`src/rtl/pal_dac_mux.sv`:
```
module pal_dac_mux #(
  parameter int PIX_W  = 8,
  parameter int ENT_W  = 6,
  parameter int PLANES = 4
) (
  input  logic                            clk,
  input  logic                            rst_n,
  input  logic                            pix_vld_i,
  input  logic [PIX_W-1:0]                pix_code_i,
  input  logic                            border_i,
  input  logic [(1<<PLANES)*ENT_W-1:0]    pal_flat_i,
  input  logic [1:0]                      mode_ctl_i,
  input  logic [3:0]                      col_sel_i,
  input  logic [PLANES+1:0]               plane_en_i,
  input  logic [PIX_W-1:0]                ovs_color_i,
  output logic                            dac_vld_o,
  output logic [PIX_W-1:0]                dac_idx_o,
  output logic [1:0]                      diag_o
);
  localparam int ENTRIES = 1 << PLANES;

  logic [ENT_W-1:0] pal [ENTRIES];
  for (genvar g = 0; g < ENTRIES; g++) begin : g_pal
    assign pal[g] = pal_flat_i[g*ENT_W +: ENT_W];
  end

  wire [PLANES-1:0] code_m = pix_code_i[PLANES-1:0] & plane_en_i[PLANES-1:0];
  wire [ENT_W-1:0]  src    = border_i ? ovs_color_i[ENT_W-1:0] : pal[code_m];
  wire [1:0]        mid    = mode_ctl_i[1] ? col_sel_i[1:0] : src[5:4];
  wire [PIX_W-1:0]  raw    = border_i ? ovs_color_i : pix_code_i;
  wire [PIX_W-1:0]  idx_d  = mode_ctl_i[0] ? raw : {col_sel_i[3:2], mid, src[3:0]};

  logic [1:0] diag_d;
  always_comb begin
    case (plane_en_i[PLANES+1:PLANES])
      2'd0:    diag_d = {idx_d[2], idx_d[0]};
      2'd1:    diag_d = {idx_d[5], idx_d[4]};
      2'd2:    diag_d = {idx_d[3], idx_d[1]};
      default: diag_d = {idx_d[7], idx_d[6]};
    endcase
  end

  always_ff @(posedge clk) begin
    if (!rst_n) begin
      dac_vld_o <= 1'b0;
      dac_idx_o <= '0;
      diag_o    <= 2'b00;
    end else begin
      dac_vld_o <= pix_vld_i;
      dac_idx_o <= idx_d;
      diag_o    <= diag_d;
    end
  end
endmodule


```
`config.mk`:
```
export PLATFORM = sky130hd
export DESIGN_NAME = pal_dac_mux
export DESIGN_NICKNAME = d
export VERILOG_FILES = /design/src/rtl/pal_dac_mux.sv
export SDC_FILE = /design/constraint.sdc
export NUM_CORES = 1
export LEC_CHECK = 0
export BUFFER_PORTS_ARGS = -buffer_cell sky130_fd_sc_hd__buf_4
export CAP_MARGIN = 15
export CORE_AREA = 10 10 84 68
export DETAILED_ROUTE_END_ITERATION = 10
export DIE_AREA = 0 0 94 78
export PLACE_DENSITY = 0.89
export SLEW_MARGIN = 30
export SYNTH_ARGS = -nofsm -noshare
export SYNTH_HDL_FRONTEND = slang
export SYNTH_SLANG_ARGS = --single-unit
```
`constraint.sdc`:
```
create_clock -name clk -period 2.7 [get_ports clk]
set_input_delay 0.405 -clock clk [delete_from_list [all_inputs] [get_ports clk]]
set_output_delay 0.405 -clock clk [all_outputs]
set_load 0.05 [all_outputs]
```
==> metrics, run 1 <==
Worst-Margin Slew roughly 0.57 ns; first-pass GRT wire length 10.78 mm; CTS Buf Count 3; fin crit period about 2.0 ns; CTS sink cnt 11; largest net degree at the start of global routing 39; CP Cell Sequence buf_4 -> nand2_4 -> mux2i_1 -> nand3_1 -> o211ai_1 -> o41a_1 -> a311oi_1; total grt overflow 0; Post-Place Cells 377; via/cell ratio roughly 5.5; Top FF cell, synth dfxtp_1; CP Capture Type flop; CP max-delay cell o41a_1; DR WL/cell 18.83 um; simple-gate portion of the synthesized area roughly a quarter; CTS tree done; Worst Setup Start Kind input pin; WP data required 2.85 ns; XOR/XNOR share of the synthesized area 0%; area fraction in compound gates after synthesis 35.02%; Detail Route Antenna Nets 0; ant diodes 0; GRT Overall Usage 17.93%; H-tree depth 1; Starting Density 37.65%; first-pass detailed-route iteration total 4; delay of the slowest critical-path stage between 0.4 and 0.5 ns; Avg Inst Size Synth 7.994 um^2; die width 94 um; Final GP Congestion 0.9840; Hold Path Class in -> reg; Seq/Total Area, Yosys between 10 and 15%; cell leakage power 1.353 nW; Core Util, Final 62.77%; final non-filler cell area approximately 2600 um^2; cts hold-fix bufs 0; Post-Synth Adder-Cell Area 0%; Layout area overhead 66.72%; ys async rst share 0%; full die area 7332 um^2; drt total wl 7.175 mm; Synth cell types 39; Detail Placement HPWL between 6 and 7 mm; # Post-CTS Setup Buffers 0; clock slew at reported path FFs 0.05 ns; synthesized cell area 1583 um^2; IO Count 139; core area 4204 um^2; Vias approximately 2,100; share of layout cells above drive strength 1 approximately 46%; critical path class in -> reg; CP Max Fanout 38; post-route clock period utilization about 75%; Die Y 78 um; Slew Viols, Final 0; largest family of logic cells by synthesized area compound AO/OA/AOI/OAI gates; mux share of post-synthesis cell area about a fifth; pre-CTS setup slack 0.4486 ns; Synth Warn # 0; Max-Slew Margin vs Limit 61.88%; placed instance area 2594 um^2; number of synthesized flops with an enable pin 0; status complete, no violations; initial DRC count 149; Final setup viols 0; peak supply drop 0.2383 mV; PwrDens between 200 and 300 nW/um^2; setup TNS 0 ns; vias in the first global route roughly 2,100; drt drc 0; fmax 492.4 MHz; initial antenna violation count 0; Post-Syn Nets around 330; Bufs on Longest Clock Path 2; row count 21; IO buf count 138; nets approximately 450; RSZ-0062 raised after global routing false; Max-Cap Viols 0; Post-CTS Resized 0; final hold violations 0; #FFs+latches synth 11; Arr. time, crit path 2.18 ns; root buf cell clkbuf_8; Setup WS post-layout 0.6692 ns; final std cells w/o fill 381; Cells after Synth 198
## critical path, delay by kind of cell
kind,cells,cell delay [ns]
AO/OA/AOI/OAI,3,0.87
AND/OR/NAND/NOR,2,0.40
buffers and inverters,1,0.27
multiplexers,1,0.20
## sequential cells by signal, summed over array words and instances (netlist names)
register   cells
diag_o         2
dac_vld_o      1
dac_idx_o      8
## layer usage
| layer | GRT usage, % | vias to the layer above | share of wire [%] | wire length [um] |
|---|---|---|---|---|
| met4 | 2.727 | 0 | 0.18 | 13 |
| met3 | 6.538 | 4 | 11 | 783 |
| met1 | 21.70 | 954 | 40 | 2904 |
| met2 | 30.07 | 106 | 48 | 3473 |
| met5 | 0 | - | 0 | 0 |
| li1 | - | 1045 | - | - |
## placed cells by master, fill, tap and decap left out, types with 2 or more instances in the layout
master and instances:
nand3_1 10, and2b_1 2, and2_1 2, o2111ai_1 4, inv_1 2, mux2_2 2
o21ai_0 8, nand4_1 4, o41a_1 2, o21a_1 4, o32ai_1 2, mux2i_1 20
a22oi_1 2, a21boi_0 17, clkbuf_8 3, mux4_1 4, a311oi_1 2, o21ai_1 2
o211ai_1 10, and3_1 18, nor2_1 5, nand2_1 18, a222oi_1 3, nor2b_1 2
o31a_1 3, o22ai_1 10, a211oi_1 2, o211a_1 2, nand2b_1 3, dfxtp_1 11
buf_4 139
## path summary, 6_finish.rpt
check	start	to	slack, ns	cells past startpoint
setup / recovery	pix_code_i[0]	diag_o[1]	0.67	7
hold / removal	pix_vld_i	dac_vld_o	0.37	2
## cell families (layout without fill, tap and decap cells)
| kind of cell | after synthesis | in the layout |
|---|---|---|
| muxes | 26 | 26 |
| DFF | 11 | 11 |
| buffers and inverters | 19 | 145 |
| and+or+nand+nor | 68 | 68 |
| AOI/OAI and AO/OA | 74 | 74 |
## stage by stage
step,hold slack [ns],power [mW]
floorplan,0.5127,0.3877
global placement,0.6131,0.5772
detailed placement,0.6219,0.5809
CTS,0.3734,0.7510
global route,0.3833,0.7925
finish,0.3670,0.7533
## synthesized netlist by cell type, drive strengths merged, types with 3 or more instances
master,instances,area [um^2]
mux4,4,105.1
o21a,4,30.03
o22ai,10,62.56
a21boi,17,127.6
buf,12,85.07
clkbuf,5,18.77
and3,18,112.6
nand2,19,78.82
nor2,5,18.77
dfxtp,11,220.2
o21ai,10,50.05
nand3,11,60.06
a222oi,3,30.03
mux2i,20,200.2
o2111ai,4,35.03
o31a,4,36.29
nand2b,3,18.77
o211ai,10,75.07
and2,4,27.53
nand4,4,25.02
## power breakdown
part	total (mW)	switching, mW	internal (mW)	leakage (nW)
sequential	0.182	0.00493	0.177	0.0917
clock	0.174	0.0693	0.104	0.0228
combinational	0.398	0.187	0.211	1.24
total	0.753	0.261	0.492	1.35
## area by class of cell
type                    instances  area, um^2
multi-input cells             168        1251
flip-flops and latches         11       220.2
well taps                      57       71.32
clock buffers                   4       45.04
repair buffers                139        1044
inverters                       2       7.507
fillers                       401        1565
No activity file was read; power rests on OpenSTA's default activity.
==> run 2: changes to the inputs <==
--- a/config.mk
+++ b/config.mk
@@ -7,10 +7,10 @@
 export LEC_CHECK = 0
 export BUFFER_PORTS_ARGS = -buffer_cell sky130_fd_sc_hd__buf_4
 export CAP_MARGIN = 15
-export CORE_AREA = 10 10 84 68
+export CORE_AREA = 10 10 89 72
 export DETAILED_ROUTE_END_ITERATION = 10
-export DIE_AREA = 0 0 94 78
-export PLACE_DENSITY = 0.89
+export DIE_AREA = 0 0 99 82
+export PLACE_DENSITY = 0.83
 export SLEW_MARGIN = 30
 export SYNTH_ARGS = -nofsm -noshare
 export SYNTH_HDL_FRONTEND = slang
==> constraint.sdc (replaced) <==
create_clock -name clk -period 1.7 [get_ports clk]
set_input_delay 0.255 -clock clk [delete_from_list [all_inputs] [get_ports clk]]
set_output_delay 0.255 -clock clk [all_outputs]
set_load 0.05 [all_outputs]
==> run 2 against run 1 <==
Hold slack worse by 0.13 ns; sequential power up 58%; count of clock-buffer cells in the layout unchanged; cell area rose by 9.5%; clock power is 55% higher; critical path type unchanged; highest routed layer unchanged.
==> metrics, run 2 (same netlist as run 1, synthesis figures left out) <==
status complete, no violations; Detail Placement HPWL 6.350 mm (+4.6%); core area 4707 um^2 (+12%); H-tree depth 1 (unchanged); FF/Latch Area 220.2 um^2 (unchanged); commonest cells after routing, fill and taps aside buf_4, mux2i_1, and3_1, nand2_1, a21boi_0; fin crit period 1.643 ns; setup TNS 0 ns (unchanged); Tot Pwr 1.254 mW (+66%); multi-input logic area 1279 um^2 (+2.2%); cell leakage power 1.489 nW (+10%); CTS sink cnt 11 (unchanged); DR WL/cell 17.69 um (-6.1%); CP Cell Sequence buf_4 -> buf_4 -> and3_1 -> o211ai_1 -> nand4_1 -> o31a_1 -> o32ai_2 -> a311oi_1; nets 478 (+5.5%); first-pass detailed-route iteration total 4 (unchanged); CP Max Fanout 8 (-79%); vias in the first global route 2,331 (+10%); most common cell after layout, fill and taps aside buf_4; critical path class in -> reg; share of layout cells above drive strength 1 50.43% (+4.8 points); WP data required 1.82 ns (-1.03 ns); via/cell ratio 5.323 (-3.8%); total grt overflow 0 (unchanged); Largest Register dac_idx_o; largest net degree at the start of global routing 27 (-31%); Final setup viols 0 (unchanged); delay of the slowest critical-path stage 0.35 ns (-0.10 ns); Top Registers dac_idx_o: 8 flops, diag_o: 2 flops, dac_vld_o: 1 flops; Largest register FFs 8 (unchanged); initial DRC count 133 (-11%); Detail Route Antenna Nets 0 (unchanged); die width 99 um (+5.3%); clock slew at reported path FFs 0.05 ns (about the same); root buf cell clkbuf_8; CTS Buf Count 3 (unchanged); final hold violations 0 (unchanged); initial antenna violation count 0 (unchanged); GRT Overall Usage 16.70% (-1.2 points); Worst path top cell family by delay compound AO/OA/AOI/OAI gates; row count 22 (+4.8%); CP Capture Type flop; Max-Cap Viols 0 (unchanged); Worst-Margin Slew 0.4278 ns (-0.1440 ns); Die Y 82 um (+5.1%); fmax 608.8 MHz; Buf/Inv on CP 2 (+1); drt drc 0 (unchanged); peak supply drop 0.2280 mV (-4.3%); Vias 2,177 (+3.2%); Layout area overhead 82.61%; Hold Path Class in -> reg; Slew Viols, Final 0 (unchanged); first-pass GRT wire length 11.13 mm (+3.3%); drt total wl 7.236 mm (+0.85%); PwrDens 433.9 nW/um^2 (+52%); Max-Slew Margin vs Limit 71.31% (+9.4 points); Fillers 433 (+8.0%); Final GP Congestion 0.8633 (-12%); most used cell, CP buf_4; CP max-delay cell o31a_1; IO Count 139 (unchanged); Worst Hold Margin 0.2363 ns (-0.1307 ns); ant diodes 0 (unchanged); Worst Setup Start Kind input pin; Starting Density 33.63% (-4.0 points); Arr. time, crit path 1.76 ns (-0.42 ns); CTS tree done; full die area 8118 um^2 (+11%); post-route clock period utilization a little over nine tenths; Bufs on Longest Clock Path 2 (unchanged); IO buf count 138 (unchanged)
-- run 2: changes by cell type in the layout (fill, tap and decap cells not counted), moves of 2 or more --
cell | before | now
buf_12 | 0 | 2
o32ai_1 | 2 | 0
buf_4 | 139 | 160
buf_6 | 0 | 2
o32ai_2 | 0 | 2
-- run 2: metal layers --
metal / vias to the layer above / global-route usage, % / routed length [um]
met5: - / 0 / 0
met4: 0 / 4.000 / 68
met3: 6 / 5.034 / 633
met2: 97 / 29.48 / 3503
met1: 987 / 19.57 / 3030
li1: 1087 / - / -
-- run 2: power by group --
group          switching, mW  leakage, nW  internal [mW]  total [mW]
logic                  0.310         1.37          0.385       0.696
registers            0.00736       0.0917          0.281       0.288
clock network          0.105       0.0228          0.165       0.270
total                  0.423         1.49          0.831        1.25
-- run 2: repair_timing --
| action | in CTS | in global routing |
|---|---|---|
| resized for setup | 0 | 7 |
| hold buffers | 0 | 0 |
| setup buffers | 0 | 1 |
| setup endpoints to repair | 0 | 3 |
-- run 2: final timing paths --
path | start | to | slack, ns | cells after the start
worst min-delay path | plane_en_i[4] | diag_o[1] | 0.24 | 2
worst max-delay path | pix_code_i[0] | diag_o[1] | 0.06 | 8
-- run 2: metrics by stage --
step / worst slack [ns] / area [um^2] / utilization (%) / std cells
CTS: 0.01810 / 2855 / 60.66 / 409
global route: -0.005483 / 2890 / 61.40 / 409
floorplan: 0.02701 / 1583 / - / 198
global placement: -0.1656 / 2810 / 59.70 / 405
detailed placement: -0.2375 / 2810 / 59.70 / 405
finish: 0.05734 / 2890 / 61.40 / 409
-- run 2: area by class of cell --
cell class	count	share of cell area (%)
Clock buffer	4	1.558
Inverter	2	0.2597
Multi-Input combinational cell	168	44.24
Sequential cell	11	7.619
Tap cell	60	2.597
Timing Repair Buffer	164	43.72
